[src/rtl/dpwm_pkg.sv]
package dpwm_pkg;

    localparam int DUTY_W = 5;
    localparam int FINE_W = 3;
    localparam int DATA_W = DUTY_W + FINE_W;
    localparam int SEL_W  = 2;
    localparam int PRE_W  = 1 << SEL_W;

    typedef logic [DUTY_W-1:0] cnt_t;
    typedef logic [FINE_W-1:0] frame_t;
    typedef logic [DATA_W-1:0] data_t;

    typedef struct packed {
        logic [PRE_W-1:0] pre;
        cnt_t             cnt;
        frame_t           frame;
    } tbase_t;

    typedef struct packed {
        data_t pend;
        data_t act;
    } chan_t;

    function automatic frame_t bit_rev(frame_t v);
        frame_t r;
        for (int k = 0; k < FINE_W; k++) begin
            r[k] = v[FINE_W-1-k];
        end
        return r;
    endfunction

endpackage

[src/rtl/dpwm_timebase.sv]
module dpwm_timebase
    import dpwm_pkg::*;
(
    input  logic             clk,
    input  logic             rst_n,
    input  logic [SEL_W-1:0] sel,
    input  logic             restart,
    output cnt_t             cnt,
    output frame_t           frame,
    output logic             frame_start
);

    tbase_t s_d, s_q;
    logic [PRE_W:0]   div_full;
    logic [PRE_W-1:0] limit;
    logic             tick;
    logic             cnt_max;
    logic             frame_max;

    always_comb begin
        div_full  = (PRE_W+1)'(2) << sel;
        limit     = div_full[PRE_W-1:0] - PRE_W'(1);
        tick      = (s_q.pre == limit);
        cnt_max   = &s_q.cnt;
        frame_max = &s_q.frame;
        s_d       = s_q;
        if (restart) begin
            s_d = '0;
        end else if (tick) begin
            s_d.pre = '0;
            s_d.cnt = s_q.cnt + cnt_t'(1);
            if (cnt_max) begin
                s_d.frame = s_q.frame + frame_t'(1);
            end
        end else begin
            s_d.pre = s_q.pre + PRE_W'(1);
        end
        frame_start = restart || (tick && cnt_max && frame_max);
    end

    always_ff @(posedge clk or negedge rst_n) begin
        if (!rst_n) begin
            s_q <= '0;
        end else begin
            s_q <= s_d;
        end
    end

    assign cnt   = s_q.cnt;
    assign frame = s_q.frame;

    AST_CNT_HOLD: assert property (@(posedge clk) disable iff (!rst_n)
        (!restart && s_q.pre != limit) |=> $stable(s_q.cnt));

    AST_FRAME_HOLD: assert property (@(posedge clk) disable iff (!rst_n)
        (!restart && !(&s_q.cnt)) |=> $stable(s_q.frame));

    AST_RESTART_CLEAR: assert property (@(posedge clk) disable iff (!rst_n)
        restart |=> (s_q.cnt == '0 && s_q.frame == '0 && s_q.pre == '0));

endmodule

[src/rtl/dpwm_regs.sv]
module dpwm_regs
    import dpwm_pkg::*;
#(
    parameter int CHANNELS = 5,
    parameter int ADDR_W   = 3
) (
    input  logic                clk,
    input  logic                rst_n,
    input  logic                wr_en,
    input  logic [ADDR_W-1:0]   wr_addr,
    input  logic [CHANNELS-1:0] en_wdata,
    input  logic [SEL_W-1:0]    sel_wdata,
    output logic [CHANNELS-1:0] en,
    output logic [SEL_W-1:0]    sel,
    output logic                restart,
    output logic [CHANNELS-1:0] ch_wr
);

    localparam logic [ADDR_W-1:0] EN_ADDR  = ADDR_W'(CHANNELS);
    localparam logic [ADDR_W-1:0] SEL_ADDR = ADDR_W'(CHANNELS + 1);

    typedef struct packed {
        logic [CHANNELS-1:0] en;
        logic [SEL_W-1:0]    sel;
    } regs_t;

    regs_t s_d, s_q;
    logic  en_hit;

    for (genvar i = 0; i < CHANNELS; i++) begin : g_dec
        assign ch_wr[i] = wr_en && (wr_addr == ADDR_W'(i));
    end

    always_comb begin
        en_hit  = wr_en && (wr_addr == EN_ADDR);
        restart = wr_en && (wr_addr == SEL_ADDR);
        s_d     = s_q;
        if (en_hit) begin
            s_d.en = en_wdata;
        end
        if (restart) begin
            s_d.sel = sel_wdata;
        end
    end

    always_ff @(posedge clk or negedge rst_n) begin
        if (!rst_n) begin
            s_q <= '0;
        end else begin
            s_q <= s_d;
        end
    end

    assign en  = s_q.en;
    assign sel = s_q.sel;

    AST_SEL_LOAD: assert property (@(posedge clk) disable iff (!rst_n)
        restart |=> (sel == $past(sel_wdata)));

    AST_EN_KEEP: assert property (@(posedge clk) disable iff (!rst_n)
        !(wr_en && wr_addr == EN_ADDR) |=> $stable(en));

    AST_ONE_TARGET: assert property (@(posedge clk) disable iff (!rst_n)
        $onehot0({ch_wr, restart}));

endmodule

[src/rtl/dpwm_channel.sv]
module dpwm_channel
    import dpwm_pkg::*;
(
    input  logic   clk,
    input  logic   rst_n,
    input  logic   wr,
    input  data_t  wdata,
    input  logic   load,
    input  cnt_t   cnt,
    input  frame_t frame,
    output logic   pwm
);

    chan_t              s_d, s_q;
    logic [DUTY_W-1:0]  duty;
    logic [FINE_W-1:0]  fine;
    logic               extend;

    always_comb begin
        s_d = s_q;
        if (wr) begin
            s_d.pend = wdata;
        end
        if (load) begin
            s_d.act = s_d.pend;
        end
    end

    always_ff @(posedge clk or negedge rst_n) begin
        if (!rst_n) begin
            s_q <= '0;
        end else begin
            s_q <= s_d;
        end
    end

    always_comb begin
        duty   = s_q.act[DATA_W-1:FINE_W];
        fine   = s_q.act[FINE_W-1:0];
        extend = (bit_rev(frame) < fine);
        pwm    = (cnt < duty) || ((cnt == duty) && extend);
    end

    AST_ACT_HOLD: assert property (@(posedge clk) disable iff (!rst_n)
        !load |=> $stable(s_q.act));

    AST_ZERO_LOW: assert property (@(posedge clk) disable iff (!rst_n)
        (s_q.act == '0) |-> !pwm);

    AST_WR_PEND: assert property (@(posedge clk) disable iff (!rst_n)
        wr |=> (s_q.pend == $past(wdata)));

endmodule

[src/rtl/dither_pwm.sv]
module dither_pwm
    import dpwm_pkg::*;
#(
    parameter int CHANNELS = 5,
    parameter int ADDR_W   = 3
) (
    input  logic                clk,
    input  logic                rst_n,
    input  logic                wr_en,
    input  logic [ADDR_W-1:0]   wr_addr,
    input  logic [DATA_W-1:0]   wr_data,
    input  logic [CHANNELS-1:0] gpo,
    output logic [CHANNELS-1:0] pin
);

    logic [CHANNELS-1:0] en;
    logic [SEL_W-1:0]    sel;
    logic                restart;
    logic [CHANNELS-1:0] ch_wr;
    logic [CHANNELS-1:0] pwm;
    cnt_t                cnt;
    frame_t              frame;
    logic                frame_start;

    dpwm_regs #(
        .CHANNELS (CHANNELS),
        .ADDR_W   (ADDR_W)
    ) u_regs (
        .clk       (clk),
        .rst_n     (rst_n),
        .wr_en     (wr_en),
        .wr_addr   (wr_addr),
        .en_wdata  (wr_data[CHANNELS-1:0]),
        .sel_wdata (wr_data[SEL_W-1:0]),
        .en        (en),
        .sel       (sel),
        .restart   (restart),
        .ch_wr     (ch_wr)
    );

    dpwm_timebase u_tbase (
        .clk         (clk),
        .rst_n       (rst_n),
        .sel         (sel),
        .restart     (restart),
        .cnt         (cnt),
        .frame       (frame),
        .frame_start (frame_start)
    );

    for (genvar i = 0; i < CHANNELS; i++) begin : g_ch
        dpwm_channel u_ch (
            .clk   (clk),
            .rst_n (rst_n),
            .wr    (ch_wr[i]),
            .wdata (wr_data),
            .load  (frame_start),
            .cnt   (cnt),
            .frame (frame),
            .pwm   (pwm[i])
        );
        assign pin[i] = en[i] ? pwm[i] : gpo[i];
    end

    AST_IDLE_PINS: assert property (@(posedge clk) disable iff (!rst_n)
        (en == '0) |-> (pin == gpo));

endmodule

[config.mk]
export PLATFORM = sky130hd
export DESIGN_NAME = dither_pwm
export DESIGN_NICKNAME = d
export VERILOG_FILES = /design/src/rtl/dpwm_pkg.sv /design/src/rtl/dpwm_timebase.sv /design/src/rtl/dpwm_regs.sv /design/src/rtl/dpwm_channel.sv /design/src/rtl/dither_pwm.sv
export SDC_FILE = /design/constraint.sdc
export NUM_CORES = 1
export LEC_CHECK = 0
export BUFFER_PORTS_ARGS = -buffer_cell sky130_fd_sc_hd__buf_2
export CAP_MARGIN = 20
export CORE_ASPECT_RATIO = 0.5
export CORE_UTILIZATION = 65
export CTS_BUF_LIST = sky130_fd_sc_hd__clkbuf_16
export DETAILED_ROUTE_END_ITERATION = 10
export PLACE_DENSITY_LB_ADDON = 0.15
export SKIP_LAST_GASP = 1
export SLEW_MARGIN = 20
export SYNTH_ARGS = -nofsm -noshare
export SYNTH_HDL_FRONTEND = slang
export SYNTH_HIERARCHICAL = 1
export SYNTH_SLANG_ARGS = --single-unit
export TNS_END_PERCENT = 10
[constraint.sdc]
create_clock -name clk -period 3.6 [get_ports clk]
set_input_delay 0.72 -clock clk [delete_from_list [all_inputs] [get_ports clk]]
set_output_delay 0.72 -clock clk [all_outputs]
set_load 0.02 [all_outputs]
==> flow_summary.yaml <==
floorplanning:
  core_mm2: 0.00743
  die_h_um: 64.5
  initial_core_util_pct: 68.2
  io_pins: 24
  die_x_um: 127
  std_cell_rows: 22
  die_area_mm2: 0.00818
critical_path:
  crit_buf_inv: 1
  worstSetupEndpointType: "primary output"
  slowest_delay_ps: 640
  path_cells: "ha_1 -> nand4_1 -> o41ai_1 -> mux2_4 -> buf_2"
  rr_worst_depth: 9
  worst_path_max_delay_cell: "o41ai_1"
  startpoint_type: "register"
  cp.arrival_ps: 2400
  critPathTopFamily: "compound AO/OA/AOI/OAI gates"
  criticalPathCategory: "reg2out"
  required_ps: 2880
  crit_fanout: 7
  cp_num_cells: 5
clock_network:
  h-tree-depth: 3
  clk_path_buf_depth: 2
  cts_tree: "built"
  cts-buffers-inserted: 9
  clk_latency_ps: 340
  root_buffer: "clkbuf_16"
  clk_pin_slew_ps: 60
  cts_setup_buffers: 0
  cts_sinks: 99
  hold_buffers: 0
  cts_resized: 0
cells_and_area:
  stdcell_count: 548
  final_common_cell: "dfrtp_1"
  layout_common_cells: "dfrtp_1 (99), mux2_2 (47), inv_1 (44), ha_1 (40), nand2_1 (38)"
  nets: 507
  area_growth_pct: 9.20
  drive_above_1_share_pct: 26.5
  diodes: 0
  finalInstanceArea_mm2: 0.00554
  fillers: 488
run_status:
  outcome: "finished clean"
logic_synthesis:
  ys_async_sr_fraction_pct: 100
  synth.top_cell.area_share_pct: 48.9
  synth-seq-cells: 99
  synth-edff-count: 0
  syn_inst: 428
  synth_warnings: 6
  avgSynthCellArea_um2: 11.8
  synth_ff_type: "dfrtp_1"
  synth.area.top_cells: "dfrtp_1 (49%), mux2_2 (10%), ha_1 (9.9%)"
  yosysSeqAreaShare_pct: 48.9
  yosysUniqueCellTypes: 42
  syn_nets: 487
  synth_area_mm2: 0.00507
  synth_top_area_cell: "dfrtp_1"
route:
  dr_wl_met3_um: 768
  wl_mm: 10.5
  drt-initial-drc-count: 217
  route.met2.wl_mm: 4.65
  first_pass_iters: 4
  viasPerCell: 5.81
  top_layer: "met4"
  wl_per_cell_um: 19.2
  drc_errors: 0
  wl_met1_mm: 4.97
  antenna_left: 0
  via_count: 3185
timing:
  slew_headroom_pct: 55.0
  clock_skew_ps: 4.24
  finalSetupViolations: 0
  period_needed_ps: 3120
  setup-tns-final_ps: 0
  rsz0062_at_grt: "no"
  timing.fmax_mhz: 321
  hold_viol: 0
  slew_violations: 0
  fin_crit_sh_pct: 86.6
  tightestPinTransition_ps: 666
placement:
  place_inst: 533
  hpwl_mm: 7.60
  io_buffers: 23
  gp_congestion: 0.969
  postPlaceCellArea_mm2: 0.00523
job:
  maxCapViolCount: 0
grt:
  grt_pass1_wl_mm: 17.1
  antenna_found_initial: 0
  grt_overflow_total: 0
  track_usage_pct: 28.8
  grt_max_degree: 53
  grt_pass1_vias: 3232
power_and_ir_drop:
  p_leak_nw: 2.60
  powerDensity_mw_per_mm2: 656
  max-vdd-ir-drop_mv: 0.354
hold_path:
  holdCritPathClass: "in2async"
-- worst paths after layout --
check                                    start              endpoint  slack, ps
setup / recovery                u_tbase/cnt[4]                pin[3]        480
hold / removal                           rst_n  g_ch[1].u_ch/s_q[14]        420
setup reg to reg                u_tbase/cnt[1]  g_ch[1].u_ch/duty[3]       1050
hold reg to reg            g_ch[0].u_ch/s_q[8]   g_ch[0].u_ch/s_q[8]        490
max in group asynchronous                rst_n  g_ch[3].u_ch/s_q[14]       2400
min in group clk           g_ch[0].u_ch/s_q[8]   g_ch[0].u_ch/s_q[8]        490
-- routing by layer --
metal,track usage (%),vias up
met2,45.1,78
met3,7.76,11
met5,0,-
met4,8.48,0
met1,39.9,1590
li1,-,1506
-- logic make-up (layout without fill, tap and decap cells) --
| group | count (synthesis) | in the layout | synth area share (%) |
|---|---|---|---|
| AO/OA/AOI/OAI | 63 | 63 | 7.77 |
| AND/OR/NAND/NOR | 89 | 89 | 10.2 |
| buffers and inverters | 65 | 89 | 6.19 |
| flip-flops | 99 | 99 | 48.9 |
| multiplexers | 69 | 69 | 16.4 |
| XOR/XNOR | 3 | 3 | 0.666 |
| adder cells (fa/ha/maj) | 40 | 40 | 9.87 |
-- cells in the mapped netlist (2+ instances only) --
library cell  instances
a211oi_1              2
buf_6                 5
nand4_1               6
and4bb_2              2
mux2_1                2
and3_1                2
ha_1                 40
clkbuf_1              7
nand3_1               2
o41ai_1               5
mux2_4               16
mux2_2               47
nor2_1                5
o221ai_1              5
nor3_1                3
nand2_1              38
nand2b_1             13
dfrtp_1              99
a21oi_1              16
nor3b_1               2
o21ai_0              30
inv_1                44
mux2i_1               4
buf_4                 8
nor2b_1               8
-- cell type report --
class	count	area (um^2)	area share [%]
timing repair buffer	29	175	3.16
multi-input combinational	264	2290	41.3
tap	96	120	2.17
clock inverter	6	81.3	1.47
clock buffer	9	225	4.07
sequential	99	2480	44.7
inverter	45	171	3.10
-- sequential cells by signal, summed over array words and instances, names as in the netlist --
register and count:
u_tbase/s_q 4, g_ch.u_ch/duty 25, g_ch.u_ch/s_q 40, u_regs/sel 2, u_tbase/cnt 5, u_tbase/frame 3
u_regs/en 5, g_ch.u_ch/fine 15
-- power breakdown --
part	switching (mW)	total [mW]	internal (mW)	leakage [nW]
clock	0.391	0.991	0.599	0.149
sequential	0.175	1.57	1.39	1.22
combinational	0.575	1.08	0.502	1.23
total	1.14	3.63	2.49	2.60
-- metrics by stage --
step	power, mW	utilization, %	worst slack (ps)	hold WS, ps
detailed placement	2.65	70.4	851	480
global placement	2.57	70.4	972	476
floorplan	2.34	-	1270	424
finish	3.63	74.5	481	419
global route	3.86	74.5	376	454
CTS	3.65	74.5	461	433
Note: power is estimated with default switching activity, not from simulation.
